--- config.mk ---
export PLATFORM = sky130hd
export DESIGN_NAME = cmd_stream_decoder
export DESIGN_NICKNAME = d
export VERILOG_FILES = /design/src/rtl/cmd_pkg.sv /design/src/rtl/cmd_parser.sv /design/src/rtl/staged_regfile.sv /design/src/rtl/copy_req_port.sv /design/src/rtl/cmd_stream_decoder.sv
export SDC_FILE = /design/constraint.sdc
export NUM_CORES = 2
export LEC_CHECK = 0
export BUFFER_PORTS_ARGS = -buffer_cell sky130_fd_sc_hd__buf_2
export CAP_MARGIN = 20
export CORE_ASPECT_RATIO = 0.8
export CORE_UTILIZATION = 50
export CTS_CLUSTER_SIZE = 8
export DETAILED_ROUTE_END_ITERATION = 8
export GPL_ROUTABILITY_DRIVEN = 0
export GPL_TIMING_DRIVEN = 1
export PLACE_DENSITY = 0.73
export SETUP_SLACK_MARGIN = 0.5
export SLEW_MARGIN = 10
export SYNTH_ARGS = -nofsm -noshare
export SYNTH_HDL_FRONTEND = slang
export SYNTH_SLANG_ARGS = --single-unit
--- constraint.sdc ---
create_clock -name clk -period 6.15 [get_ports clk]
set_clock_uncertainty 0.1 [all_clocks]
set_input_delay 0.615 -clock clk [delete_from_list [all_inputs] [get_ports clk]]
set_output_delay 0.615 -clock clk [all_outputs]
set_load 0.005 [all_outputs]
--- src/rtl/cmd_pkg.sv ---
// Shared constants and types for the command stream decoder.
// Assumes byte-wide stream and register indices of eight bits.
package cmd_pkg;
    localparam logic [7:0] PREFIX_BYTE = 8'hAF;
    localparam logic [7:0] OP_REG_WR   = 8'h20;
    localparam logic [7:0] OP_COPY     = 8'h6A;

    localparam logic [7:0] CTRL_IDX    = 8'hFF;
    localparam logic [7:0] CTRL_LOCK   = 8'h00;
    localparam logic [7:0] CTRL_OPEN   = 8'hFF;

    localparam logic [7:0] IDX_DEPTH   = 8'h00;
    localparam logic [7:0] IDX_PCLK_LO = 8'h1B;
    localparam logic [7:0] IDX_PCLK_HI = 8'h1C;
    localparam logic [7:0] IDX_B16_HI  = 8'h20;
    localparam logic [7:0] IDX_B16_MID = 8'h21;
    localparam logic [7:0] IDX_B16_LO  = 8'h22;
    localparam logic [7:0] IDX_B8_HI   = 8'h26;
    localparam logic [7:0] IDX_B8_MID  = 8'h27;
    localparam logic [7:0] IDX_B8_LO   = 8'h28;

    localparam int ADDR_BYTES = 3;
    localparam int PAY_BYTES  = 2 * ADDR_BYTES + 1;
    localparam int PAY_BITS   = 8 * PAY_BYTES;

    typedef enum logic [2:0] {
        PS_HUNT,
        PS_OPCODE,
        PS_INDEX,
        PS_VALUE,
        PS_PAYLOAD
    } parse_state_t;
endpackage

--- src/rtl/cmd_parser.sv ---
// Byte-level command framer. It hunts for the prefix, decodes the opcode
// and emits a one-cycle register write or a copy payload load.
// Assumes the downstream copy port raises stall while a request is pending.
module cmd_parser
    import cmd_pkg::*;
(
    input  logic                clk,
    input  logic                rst_n,
    input  logic                in_valid,
    input  logic [7:0]          in_data,
    input  logic                in_last,
    output logic                in_ready,
    input  logic                stall,
    output logic                wr_en,
    output logic [7:0]          wr_addr,
    output logic [7:0]          wr_data,
    output logic                cp_load,
    output logic [PAY_BITS-1:0] cp_payload,
    output logic                err
);
    localparam int CNT_W = $clog2(PAY_BYTES);
    localparam logic [CNT_W-1:0] CNT_LAST = CNT_W'(PAY_BYTES - 1);

    parse_state_t        state_q;
    logic [7:0]          idx_q;
    logic [CNT_W-1:0]    cnt_q;
    logic [PAY_BITS-1:0] pay_q;
    logic                err_q;
    logic                take;

    // Accept bytes whenever no copy request is pending.
    assign in_ready = !stall;
    assign take     = in_valid && in_ready;

    // Register write strobe on the value byte.
    assign wr_en   = take && (state_q == PS_VALUE);
    assign wr_addr = idx_q;
    assign wr_data = in_data;

    // Copy load strobe on the final payload byte.
    assign cp_load    = take && (state_q == PS_PAYLOAD) && (cnt_q == CNT_LAST);
    assign cp_payload = {pay_q[PAY_BITS-9:0], in_data};
    assign err        = err_q;

    // Framing state machine with sticky error capture.
    always_ff @(posedge clk) begin
        if (!rst_n) begin
            state_q <= PS_HUNT;
            idx_q   <= '0;
            cnt_q   <= '0;
            pay_q   <= '0;
            err_q   <= 1'b0;
        end else if (take) begin
            unique case (state_q)
                PS_HUNT: begin
                    if (in_data == PREFIX_BYTE) begin
                        if (!in_last) state_q <= PS_OPCODE;
                    end else begin
                        err_q <= 1'b1;
                    end
                end
                PS_OPCODE: begin
                    if (in_data == OP_REG_WR) begin
                        state_q <= PS_INDEX;
                    end else if (in_data == OP_COPY) begin
                        state_q <= PS_PAYLOAD;
                        cnt_q   <= '0;
                    end else begin
                        state_q <= PS_HUNT;
                        err_q   <= 1'b1;
                    end
                end
                PS_INDEX: begin
                    idx_q   <= in_data;
                    state_q <= PS_VALUE;
                end
                PS_VALUE: begin
                    state_q <= PS_HUNT;
                end
                PS_PAYLOAD: begin
                    pay_q <= {pay_q[PAY_BITS-9:0], in_data};
                    cnt_q <= cnt_q + 1'b1;
                    if (cnt_q == CNT_LAST) state_q <= PS_HUNT;
                end
                default: state_q <= PS_HUNT;
            endcase
        end
    end
endmodule

--- src/rtl/staged_regfile.sv ---
// 256-entry byte register file. Indices below STAGED_REGS have a shadow
// copy; while locked only the shadow is written. The unlock write moves
// all shadows into the active copies in one cycle.
// Assumes STAGED_REGS covers the decoded timing and base indices (> 0x28).
module staged_regfile
    import cmd_pkg::*;
#(
    parameter int STAGED_REGS = 48
) (
    input  logic        clk,
    input  logic        rst_n,
    input  logic        wr_en,
    input  logic [7:0]  wr_addr,
    input  logic [7:0]  wr_data,
    input  logic [7:0]  rd_addr,
    output logic [7:0]  rd_data,
    output logic        locked,
    output logic [23:0] fb16_base,
    output logic [23:0] fb8_base,
    output logic [15:0] pix_clk_5k,
    output logic        depth16
);
    localparam int NREGS = 256;

    logic [7:0] act_q [NREGS];
    logic [7:0] shd_q [STAGED_REGS];
    logic       lock_q;
    logic       ctrl_wr;
    logic       do_lock;
    logic       do_open;

    assign ctrl_wr = wr_en && (wr_addr == CTRL_IDX);
    assign do_lock = ctrl_wr && (wr_data == CTRL_LOCK);
    assign do_open = ctrl_wr && (wr_data == CTRL_OPEN);

    // Lock state follows the control register writes.
    always_ff @(posedge clk) begin
        if (!rst_n)       lock_q <= 1'b0;
        else if (do_lock) lock_q <= 1'b1;
        else if (do_open) lock_q <= 1'b0;
    end

    // Staged entries: shadow always written, active written when open or on unlock.
    always_ff @(posedge clk) begin
        if (!rst_n) begin
            for (int i = 0; i < STAGED_REGS; i++) begin
                shd_q[i] <= '0;
                act_q[i] <= '0;
            end
        end else begin
            for (int i = 0; i < STAGED_REGS; i++) begin
                if (wr_en && (wr_addr == 8'(i))) shd_q[i] <= wr_data;
                if (do_open)
                    act_q[i] <= shd_q[i];
                else if (wr_en && !lock_q && (wr_addr == 8'(i)))
                    act_q[i] <= wr_data;
            end
        end
    end

    // Unstaged entries: written directly regardless of lock.
    always_ff @(posedge clk) begin
        if (!rst_n) begin
            for (int i = STAGED_REGS; i < NREGS; i++) act_q[i] <= '0;
        end else begin
            for (int i = STAGED_REGS; i < NREGS; i++)
                if (wr_en && (wr_addr == 8'(i))) act_q[i] <= wr_data;
        end
    end

    // Read port and decoded fields for neighbouring logic.
    assign rd_data    = act_q[rd_addr];
    assign locked     = lock_q;
    assign fb16_base  = {act_q[IDX_B16_HI], act_q[IDX_B16_MID], act_q[IDX_B16_LO]};
    assign fb8_base   = {act_q[IDX_B8_HI], act_q[IDX_B8_MID], act_q[IDX_B8_LO]};
    assign pix_clk_5k = {act_q[IDX_PCLK_HI], act_q[IDX_PCLK_LO]};
    assign depth16    = (act_q[IDX_DEPTH] == 8'h00);
endmodule

--- src/rtl/copy_req_port.sv ---
// Holds a captured copy payload and presents it with valid/ready.
// Assumes no new load arrives while a request is pending (parser stalls).
module copy_req_port
    import cmd_pkg::*;
(
    input  logic                clk,
    input  logic                rst_n,
    input  logic                load,
    input  logic [PAY_BITS-1:0] payload,
    input  logic                cp_ready,
    output logic                cp_valid,
    output logic [23:0]         cp_src,
    output logic [7:0]          cp_count,
    output logic [23:0]         cp_dst
);
    localparam int AB = 8 * ADDR_BYTES;

    logic                valid_q;
    logic [PAY_BITS-1:0] hold_q;

    // Capture the payload and keep valid until the handshake completes.
    always_ff @(posedge clk) begin
        if (!rst_n) begin
            valid_q <= 1'b0;
            hold_q  <= '0;
        end else if (load) begin
            valid_q <= 1'b1;
            hold_q  <= payload;
        end else if (valid_q && cp_ready) begin
            valid_q <= 1'b0;
        end
    end

    assign cp_valid = valid_q;
    assign cp_src   = hold_q[PAY_BITS-1 -: AB];
    assign cp_count = hold_q[AB +: 8];
    assign cp_dst   = hold_q[AB-1:0];
endmodule

--- src/rtl/cmd_stream_decoder.sv ---
// Top level: framer, staged register file and copy request port.
// Assumes one byte per cycle at most and a single clock domain.
module cmd_stream_decoder
    import cmd_pkg::*;
#(
    parameter int STAGED_REGS = 48
) (
    input  logic        clk,
    input  logic        rst_n,
    input  logic        in_valid,
    input  logic [7:0]  in_data,
    input  logic        in_last,
    output logic        in_ready,
    input  logic [7:0]  rd_addr,
    output logic [7:0]  rd_data,
    output logic        locked,
    output logic        err,
    output logic [23:0] fb16_base,
    output logic [23:0] fb8_base,
    output logic [15:0] pix_clk_5k,
    output logic        depth16,
    output logic        cp_valid,
    input  logic        cp_ready,
    output logic [23:0] cp_src,
    output logic [7:0]  cp_count,
    output logic [23:0] cp_dst
);
    logic                w_en;
    logic [7:0]          w_addr;
    logic [7:0]          w_data;
    logic                c_load;
    logic [PAY_BITS-1:0] c_pay;

    cmd_parser u_parse (
        .clk(clk), .rst_n(rst_n),
        .in_valid(in_valid), .in_data(in_data), .in_last(in_last),
        .in_ready(in_ready), .stall(cp_valid),
        .wr_en(w_en), .wr_addr(w_addr), .wr_data(w_data),
        .cp_load(c_load), .cp_payload(c_pay), .err(err)
    );

    staged_regfile #(.STAGED_REGS(STAGED_REGS)) u_regs (
        .clk(clk), .rst_n(rst_n),
        .wr_en(w_en), .wr_addr(w_addr), .wr_data(w_data),
        .rd_addr(rd_addr), .rd_data(rd_data), .locked(locked),
        .fb16_base(fb16_base), .fb8_base(fb8_base),
        .pix_clk_5k(pix_clk_5k), .depth16(depth16)
    );

    copy_req_port u_copy (
        .clk(clk), .rst_n(rst_n),
        .load(c_load), .payload(c_pay), .cp_ready(cp_ready),
        .cp_valid(cp_valid), .cp_src(cp_src),
        .cp_count(cp_count), .cp_dst(cp_dst)
    );
endmodule

==> results.toml <==
[logic_synthesis]
syn_area_um2 = 105000
synth-edff-count = 2432
synthFlopType = "edfxtp_1"
synth_fp_nets = 6604
synth-async-reset-ratio_pct = 0
yosysUniqueCellTypes = 76
synthCells = 6581
yosys_warnings = 0
yosysTopAreaCellShare_pct = 69.6
avgSynthCellArea_um2 = 16.0
ys_seq_elements = 2553
synth_area_leaders = "edfxtp_1, mux4_2, nor2_1"
yosysSeqAreaShare_pct = 71.9
yosys.area.top_type = "edfxtp_1"

[place]
hpwl_um = 185000
io_buffers = 153
preCtsSetupSlack_ns = 0.785

[drt]
post-route-drc-count = 0
drt_wl_total_um = 301000
drt_iter0_markers = 10800
drtAntennaViolNets = 0
via_per_inst = 6.62
wire_per_inst_um = 30.9
via_count = 64600
dr.pass1.iters = 9

[clock_tree]
clock_latency_ns = 0.92
cts_tree = "yes"
cts_buffers = 369
post_cts_buffers = 0
clockBufferDepth = 4
htreeDepth = 5
numClockSinks = 2553
path_clk_slew_ns = 0.05
cts_root_buf = "clkbuf_16"

[floorplan]
fp-row-count = 150
die_w_um = 514
initial_core_util_pct = 50.3
die-area_um2 = 212000
die_h_um = 412
io_pins = 154
core_um2 = 209000

[sta]
slew_viol_final = 0
tns_ns = 0
max_freq_mhz = 186
rsz0062_at_grt = "no"
slew_headroom_pct = 19.5
worst_pin_slew_ns = 1.21
finalHoldViolCount = 0
period_share_pct = 87.6
fin_ws_ns = 0.765
setup_violations = 0
period_needed_ns = 5.38

[pwr]
p_switching_w = 0.00899
p_leak_nw = 40.4
clkPwrFrac_pct = 43.3
pwr-share-seq_pct = 50.3
p_per_area_nw_per_um2 = 341
combPwrFrac_pct = 6.4
swShare_pct = 22.1
irDropWorstVdd_mv = 0.335
internal_power_w = 0.0317

[critical_path]
worstPathArrival_ns = 4.67
worstPathMaxFanout = 71
critical_path_class = "primary input to primary output"
startpoint = "rd_addr[1]"
crit-reg2reg-launch = "u_parse.wr_addr[1]"
end_kind = "primary output"
cp.required_ns = 5.43
crit_path_start_kind = "primary input"

[cells_and_area]
multi_input_area_um2 = 26900
syn2layout_area_growth_pct = 13.5
nFillCells = 15500
seq_area_um2 = 75500
drive_above_1_share_pct = 19.6
finish.net_count = 6910

[run]
drv_cap = 0

[worst_hold_path]
min_from = "in_data[7]"
hp-class = "primary input to register"

[global_route]
grt_pass1_wl_um = 431000
antenna_found_initial = 19
grt.overflow.total = 0
grt_use_total_pct = 28.1
grt_max_degree = 209
grt_pass1_vias = 62200

[run_status]
status = "finished, final reports clean"
-- stage by stage --
step / power [W] / utilization [%] / hold WS [ns] / cell area, µm² / instances
after CTS: 0.0406 / 57.0 / 0.00911 / 119000 / 9704
after floorplan: 0.0221 / - / 0.341 / 105000 / 6581
after global routing: 0.0416 / 57.1 / 0.0283 / 119000 / 9748
after global placement: 0.0232 / 52.3 / 0.342 / 109000 / 9277
after detailed placement: 0.0233 / 52.4 / 0.349 / 109000 / 9283
final: 0.0407 / 57.1 / 0.0463 / 119000 / 9757
-- worst max-delay path, stage by stage --
cell      delay, ns
buf_8          0.48
nand2b_2       0.59
nor2_1         0.59
buf_4          0.30
a222oi_1       0.13
mux2_2         0.32
a21oi_1        0.15
nor3_1         0.14
nor3_1         0.76
buf_4          0.27
buf_2          0.12
-- repair_timing --
item                                   CTS  global route
endpoints found under the hold margin    2             0
hold buffers                             2             0
gates resized for setup                  0             0
-- final cells by class --
| type | instances | share of cell area, % |
|---|---|---|
| flip-flops and latches | 2553 | 63.3 |
| multi-input cells | 3461 | 22.6 |
| clock buffers | 412 | 7.99 |
| repair buffers | 490 | 2.98 |
| well taps | 2812 | 2.95 |
| clock inverters | 7 | 0.0735 |
| inverters | 12 | 0.0546 |
| diodes | 10 | 0.0210 |
-- cells by family after synthesis --
group	count (synthesis)	share of synthesized area, %
compound gates	1110	7.85
buf+inv	567	2.66
xor+xnor	1	0.00834
mux	619	10.9
flops	2553	71.9
simple gates	1729	6.67
fa+ha+maj	2	0.0238
-- metal layers --
layer,wire [µm],global-route usage (%),up-vias
li1,-,-,26100
met5,91,0,-
met1,110000,38.9,32500
met3,44300,8.64,811
met4,12600,11.4,12
met2,134000,41.5,5201
-- flip-flops by register name, summed over array words and instances, names as in the netlist --
name,flops
u_parse.pay_q,48
u_parse.wr_addr,8
u_regs.locked,1
u_parse.err,1
u_parse.state_q,3
u_regs.shd_q,384
u_regs.act_q,2048
u_copy.hold_q,56
u_parse.cnt_q,3
u_copy.cp_valid,1
-- cell usage after synthesis, types with 5 or more instances --
master	count
buf_4	28
o22ai_1	19
and2_1	5
o2111ai_1	6
o211ai_1	6
mux4_1	20
mux2_2	21
mux2i_1	186
nor2_2	14
edfxtp_1	2432
and3_1	9
a21boi_0	105
nor2_1	1003
or3_1	5
a21oi_1	94
a22o_1	415
o31ai_1	5
nand2b_1	13
nand2_1	504
nand4_1	12
a221oi_1	32
o21ai_0	214
inv_1	11
dfxtp_1	121
or2_2	8
nand3_1	70
buf_8	11
mux4_2	392
a211oi_1	8
or4_1	5
a22oi_1	115
clkbuf_1	336
nor3_1	34
buf_1	21
nor2b_1	23
buf_12	5
buf_6	25
o221ai_1	38
a222oi_1	16
buf_2	127
-- final timing paths --
path / depth (start not counted) / endpoint / slack (ns)
max: 11 / rd_data[3] / 0.77
min: 4 / u_copy.hold_q[7] / 0.05
max reg2reg: 8 / u_regs.act_q[46][0] / 1.77
min reg2reg: 2 / u_copy.hold_q[6] / 0.36
-- cells in the final DEF (no fill, tap or decap), types with 17 or more instances in the layout --
| master | instances |
|---|---|
| buf_4 | 266 |
| mux2_2 | 21 |
| dfxtp_1 | 121 |
| edfxtp_1 | 2432 |
| mux2i_1 | 186 |
| clkbuf_16 | 375 |
| clkbuf_1 | 37 |
| nor3_1 | 28 |
| nand3_1 | 68 |
| mux4_2 | 392 |
| a21oi_1 | 94 |
| a221oi_1 | 32 |
| a21boi_0 | 105 |
| o21ai_0 | 204 |
| nor2b_1 | 17 |
| a22o_1 | 415 |
| nor2_1 | 999 |
| nand2_1 | 496 |
| buf_12 | 25 |
| mux4_1 | 20 |
| buf_2 | 175 |
| a22oi_1 | 115 |
| o22ai_1 | 19 |
| o221ai_1 | 38 |
-- power by group through the flow --
stage                     Clock [W]  Sequential (W)  Combinational, W
after floorplan                   0          0.0206           0.00153
after global placement            0          0.0207           0.00248
after detailed placement          0          0.0208           0.00252
after CTS                    0.0176          0.0205           0.00254
after global routing         0.0184          0.0205           0.00267
final                        0.0176          0.0205           0.00260
Note: power is estimated with default switching activity, not from simulation.
